File: config.mk
export PLATFORM = sky130hd
export DESIGN_NAME = burst_addr_gen
export DESIGN_NICKNAME = d
export VERILOG_FILES = /design/src/rtl/burst_addr_pkg.sv /design/src/rtl/burst_load_reg.sv /design/src/rtl/burst_beat_ctr.sv /design/src/rtl/burst_order_map.sv /design/src/rtl/burst_addr_gen.sv
export SDC_FILE = /design/constraint.sdc
export NUM_CORES = 1
export LEC_CHECK = 0
export ABC_AREA = 1
export BUFFER_PORTS_ARGS = -buffer_cell sky130_fd_sc_hd__clkbuf_2
export CAP_MARGIN = 20
export CORE_MARGIN = 5
export CORE_UTILIZATION = 40
export CTS_BUF_LIST = sky130_fd_sc_hd__clkbuf_4
export DETAILED_ROUTE_END_ITERATION = 10
export GPL_TIMING_DRIVEN = 0
export PLACE_DENSITY = 0.83
export SYNTH_ARGS = -nofsm -noshare
export SYNTH_HDL_FRONTEND = slang
export SYNTH_HIERARCHICAL = 1
export SYNTH_SLANG_ARGS = --single-unit
File: constraint.sdc
create_clock -name clk -period 2.2 [get_ports clk]
set_clock_uncertainty 0.15 [all_clocks]
set_input_delay 0.44 -clock clk [delete_from_list [all_inputs] [get_ports clk]]
set_output_delay 0.44 -clock clk [all_outputs]
set_load 0.005 [all_outputs]
File: src/rtl/burst_addr_pkg.sv
package burst_addr_pkg;

   // How the beat order is chosen: read from the pin at each load, or fixed
   typedef enum logic [1:0] {
      ORD_PIN    = 2'd0,
      ORD_LINEAR = 2'd1,
      ORD_XOR    = 2'd2
   } order_policy_e;

   localparam logic ORDER_LINEAR = 1'b0;
   localparam logic ORDER_XOR    = 1'b1;

endpackage

File: src/rtl/burst_load_reg.sv
module burst_load_reg #(
   parameter int ADDR_W     = 18,
   parameter int BURST_BITS = 2,
   localparam int HI_W      = ADDR_W - BURST_BITS
) (
   input  logic              clk,
   input  logic              rst_n,
   input  logic              load,
   input  logic [ADDR_W-1:0] addr_in,
   input  logic              order_in,
   output logic [HI_W-1:0]   base_hi,
   output logic [BURST_BITS-1:0] start_lo,
   output logic              order_q
);

   // Captures the fixed part of the burst; only a strobe edge changes it
   always_ff @(posedge clk or negedge rst_n) begin
      if (!rst_n) begin
         base_hi  <= '0;
         start_lo <= '0;
         order_q  <= 1'b0;
      end else if (load) begin
         base_hi  <= addr_in[ADDR_W-1:BURST_BITS];
         start_lo <= addr_in[BURST_BITS-1:0];
         order_q  <= order_in;
      end
   end

endmodule

File: src/rtl/burst_beat_ctr.sv
module burst_beat_ctr #(
   parameter int BURST_BITS = 2
) (
   input  logic                  clk,
   input  logic                  rst_n,
   input  logic                  load,
   input  logic                  adv,
   output logic [BURST_BITS-1:0] cnt
);

   localparam logic [BURST_BITS-1:0] ONE = {{(BURST_BITS-1){1'b0}}, 1'b1};

   // Load clears, advance steps; natural overflow gives the wrap
   always_ff @(posedge clk or negedge rst_n) begin
      if (!rst_n) begin
         cnt <= '0;
      end else if (load) begin
         cnt <= '0;
      end else if (adv) begin
         cnt <= cnt + ONE;
      end
   end

endmodule

File: src/rtl/burst_order_map.sv
module burst_order_map
   import burst_addr_pkg::*;
#(
   parameter int            BURST_BITS   = 2,
   parameter order_policy_e ORDER_POLICY = ORD_PIN
) (
   input  logic [BURST_BITS-1:0] start_lo,
   input  logic [BURST_BITS-1:0] cnt,
   input  logic                  order_q,
   output logic [BURST_BITS-1:0] offset
);

   logic [BURST_BITS-1:0] lin_off;
   logic [BURST_BITS-1:0] xor_off;

   assign lin_off = start_lo + cnt;
   assign xor_off = start_lo ^ cnt;

   generate
      if (ORDER_POLICY == ORD_LINEAR) begin : g_fixed_lin
         logic unused_order;
         assign unused_order = order_q;
         assign offset = lin_off;
      end else if (ORDER_POLICY == ORD_XOR) begin : g_fixed_xor
         logic unused_order;
         assign unused_order = order_q;
         assign offset = xor_off;
      end else begin : g_pin
         assign offset = (order_q == ORDER_XOR) ? xor_off : lin_off;
      end
   endgenerate

endmodule

File: src/rtl/burst_addr_gen.sv
module burst_addr_gen
   import burst_addr_pkg::*;
#(
   parameter int            ADDR_W       = 18,
   parameter int            BURST_BITS   = 2,
   parameter order_policy_e ORDER_POLICY = ORD_PIN
) (
   input  logic                  clk,
   input  logic                  rst_n,
   input  logic                  strobe_cpu,
   input  logic                  strobe_ctl,
   input  logic                  adv_en,
   input  logic                  order_sel,
   input  logic [ADDR_W-1:0]     addr_in,
   output logic [ADDR_W-1:0]     addr_out,
   output logic [BURST_BITS-1:0] beat_cnt
);

   localparam int HI_W = ADDR_W - BURST_BITS;

   generate
      if (BURST_BITS < 1) begin : g_bad_bits
         $error("burst_addr_gen: BURST_BITS must be at least 1");
      end
      if (ADDR_W <= BURST_BITS) begin : g_bad_width
         $error("burst_addr_gen: ADDR_W must exceed BURST_BITS");
      end
   endgenerate

   logic                  load;
   logic [HI_W-1:0]       base_hi;
   logic [BURST_BITS-1:0] start_lo;
   logic                  order_q;
   logic [BURST_BITS-1:0] cnt;
   logic [BURST_BITS-1:0] offset;

   assign load = strobe_cpu | strobe_ctl;

   burst_load_reg #(
      .ADDR_W     (ADDR_W),
      .BURST_BITS (BURST_BITS)
   ) u_load (
      .clk      (clk),
      .rst_n    (rst_n),
      .load     (load),
      .addr_in  (addr_in),
      .order_in (order_sel),
      .base_hi  (base_hi),
      .start_lo (start_lo),
      .order_q  (order_q)
   );

   burst_beat_ctr #(
      .BURST_BITS (BURST_BITS)
   ) u_ctr (
      .clk   (clk),
      .rst_n (rst_n),
      .load  (load),
      .adv   (adv_en),
      .cnt   (cnt)
   );

   burst_order_map #(
      .BURST_BITS   (BURST_BITS),
      .ORDER_POLICY (ORDER_POLICY)
   ) u_map (
      .start_lo (start_lo),
      .cnt      (cnt),
      .order_q  (order_q),
      .offset   (offset)
   );

   assign addr_out = {base_hi, offset};
   assign beat_cnt = cnt;

endmodule

==> out/qor.yml <==
antenna_found_initial: 0
cts.sinks: 21
routabilityCongestion: 0.811
slew_headroom_pct: 66.3
die_y_um: 57.5
required_ns: 1.61
clk_pin_slew_worst_paths_ns: 0.12
drive_gt1_share_pct: 33.1
hold_class: "input port to flop"
cts_tree: "yes"
fin_tns_setup_ns: 0
post-route-period-util_pct: 88.0
antenna_cells: 0
start_util_pct: 41.2
synthesis.nets: 134
grt_overflow: 0
min_period_ns: 1.94
synth_cell_types: 11
grt_max_degree: 22
finalHoldViolations: 0
syn_area_per_cell_um2: 8.29
vias: 798
htree_levels: 1
die_x_um: 57.5
path_class: "flop to primary output"
start_kind: "flop"
setup_viol: 0
outcome: "completed"
p_per_area_nw_per_um2: 621
yosys_warnings: 6
postCtsResizedCells: 0
max_stage_delay_ns: 0.45
ys_seq_elements: 21
route.detailed.drc: 0
drt_iter0_drc: 7
worst_setup_path_end_kind: "primary output"
fill_cells: 222
power_leakage_nw: 0.722
ir_drop_mv: 0.444
viasPerCell: 4.31
worstPathCellList: "ha_1 -> inv_1 -> nor2_1 -> nand3_1 -> nand2_1 -> inv_1 -> clkbuf_2"
ys_seq_area_share_pct: 58.2
max_freq_mhz: 516
tightest_slew_ns: 0.506
multi_input_area_um2: 302
critPathMaxFanout: 6
rows: 17
cts_buffers: 3
critPathMostFrequentCell: "inv_1"
fin_nets: 183
clockBufferDepth: 2
synth.cell_area_um2: 903
ant_nets: 0
dp_cells: 180
rsz0062_at_grt: "no"
synthCells: 109
clock_latency_ns: 0.29
die_area_um2: 3310
grt_pass1_wl_um: 3340
power_uw: 741
drv_cap: 0
fin_area_um2: 1190
dp_hpwl_um: 1520
slowest_stage: "dfrtp_1"
report.final.slew_viol_count: 0
syn2layout_area_growth_pct: 32.1
stdcell_count: 185
arrival_ns: 1.35
port_buffers: 43
postPlaceCellArea_um2: 1150
wl_per_cell_um: 10.3
boundaryPins: 44
grt_usage_pct: 12.6
grt_pass1_vias: 832
core_area_um2: 2190
routed_wl_um: 1900
seqCellArea_um2: 526
drtPass1Iterations: 2
cts-root-buf: "clkbuf_4"
==> kinds of logic after synthesis <==
logic type,count (synthesis),share of synthesized area (%)
adders and majority gates,1,1.38
and+or+nand+nor,74,31.4
buffers and inverters,12,8.45
DFF,21,58.2
AOI/OAI and AO/OA,1,0.553
==> timing repair <==
action / CTS / global route
hold buffers: 1 / 0
endpoints found under the setup margin: 0 / 0
buffers inserted: 0 / 0
hold endpoints to repair: 21 / 0
==> through the flow <==
stage / worst slack [ns] / hold WS (ns) / util (%)
3_5_place_dp: 0.579 / 0.284 / 52.7
4_1_cts: 0.229 / 0.172 / 54.5
2_1_floorplan: 0.768 / -0.00559 / -
5_1_grt: 0.135 / 0.176 / 54.5
6_report: 0.264 / 0.180 / 54.5
3_3_place_gp: 0.663 / 0.277 / 52.7
==> cell type report <==
| class | count | area share (%) |
|---|---|---|
| Sequential cell | 21 | 44.0 |
| Multi-Input combinational cell | 76 | 25.3 |
| Timing Repair Buffer | 44 | 18.9 |
| Buffer | 3 | 3.56 |
| Tap cell | 28 | 2.94 |
| Inverter | 9 | 2.83 |
| Clock buffer | 3 | 1.89 |
| Clock inverter | 1 | 0.629 |
==> critical path: cells and delay by family, from the launching register on <==
family	cells	cell delay, ns
buffers and inverters	3	0.18
adders and majority gates	1	0.22
DFF	1	0.45
and+or+nand+nor	3	0.21
==> per-layer routing <==
| metal | global-route usage [%] | routed length [µm] | vias up |
|---|---|---|---|
| met4 | 3.31 | 0 | 0 |
| met1 | 14.0 | 824 | 349 |
| met3 | 3.85 | 206 | 0 |
| li1 | - | - | 417 |
| met2 | 22.9 | 873 | 32 |
| met5 | 0 | 0 | - |
==> Yosys cell counts (all sizes together) <==
| cell type | n | share of area (%) |
|---|---|---|
| a21oi | 1 | 0.55 |
| buf | 3 | 4.7 |
| dfrtp | 21 | 58 |
| ha | 1 | 1.4 |
| inv | 9 | 3.7 |
| nand2 | 67 | 28 |
| nand3 | 3 | 1.7 |
| nor2 | 4 | 1.7 |
==> registers in the layout, indices dropped and copies added (netlist names) <==
register and flops:
u_load/start_lo 2, u_load/base_hi 16, u_ctr/cnt 2, u_load/order_q 1
==> worst paths after layout <==
| check | slack (ns) | start | cells after the start | end |
|---|---|---|---|---|
| max | 0.26 | u_ctr/cnt[0] | 7 | addr_out[1] |
| max reg2reg | 1.29 | u_ctr/cnt[0] | 2 | u_ctr/cnt[1] |
| min | 0.18 | addr_in[7] | 3 | u_load/base_hi[5] |
| min in group asynchronous | 0.47 | rst_n | 2 | u_load/base_hi[10] |
| min reg2reg | 0.34 | u_load/base_hi[3] | 2 | u_load/base_hi[3] |
| max in group asynchronous | 1.08 | rst_n | 2 | u_load/base_hi[6] |
==> where the power goes <==
group | switching (mW) | total, mW | internal [mW]
clock | 0.115 | 0.184 | 0.0691
sequential | 0.0187 | 0.434 | 0.416
combinational | 0.0619 | 0.123 | 0.0609
total | 0.196 | 0.741 | 0.546
==> cell usage in the layout (no fill, tap or decap), drive strengths merged <==
master       Yosys  final
nand3            3      3
dfrtp           21     21
clkbuf           0     46
a21oi            1      1
dlygate4sd3      0      1
clkinvlp         0      1
ha               1      1
nor2             4      4
nand2           67     67
inv              9      9
buf              3      3
Power figures use the tool's default switching activity.
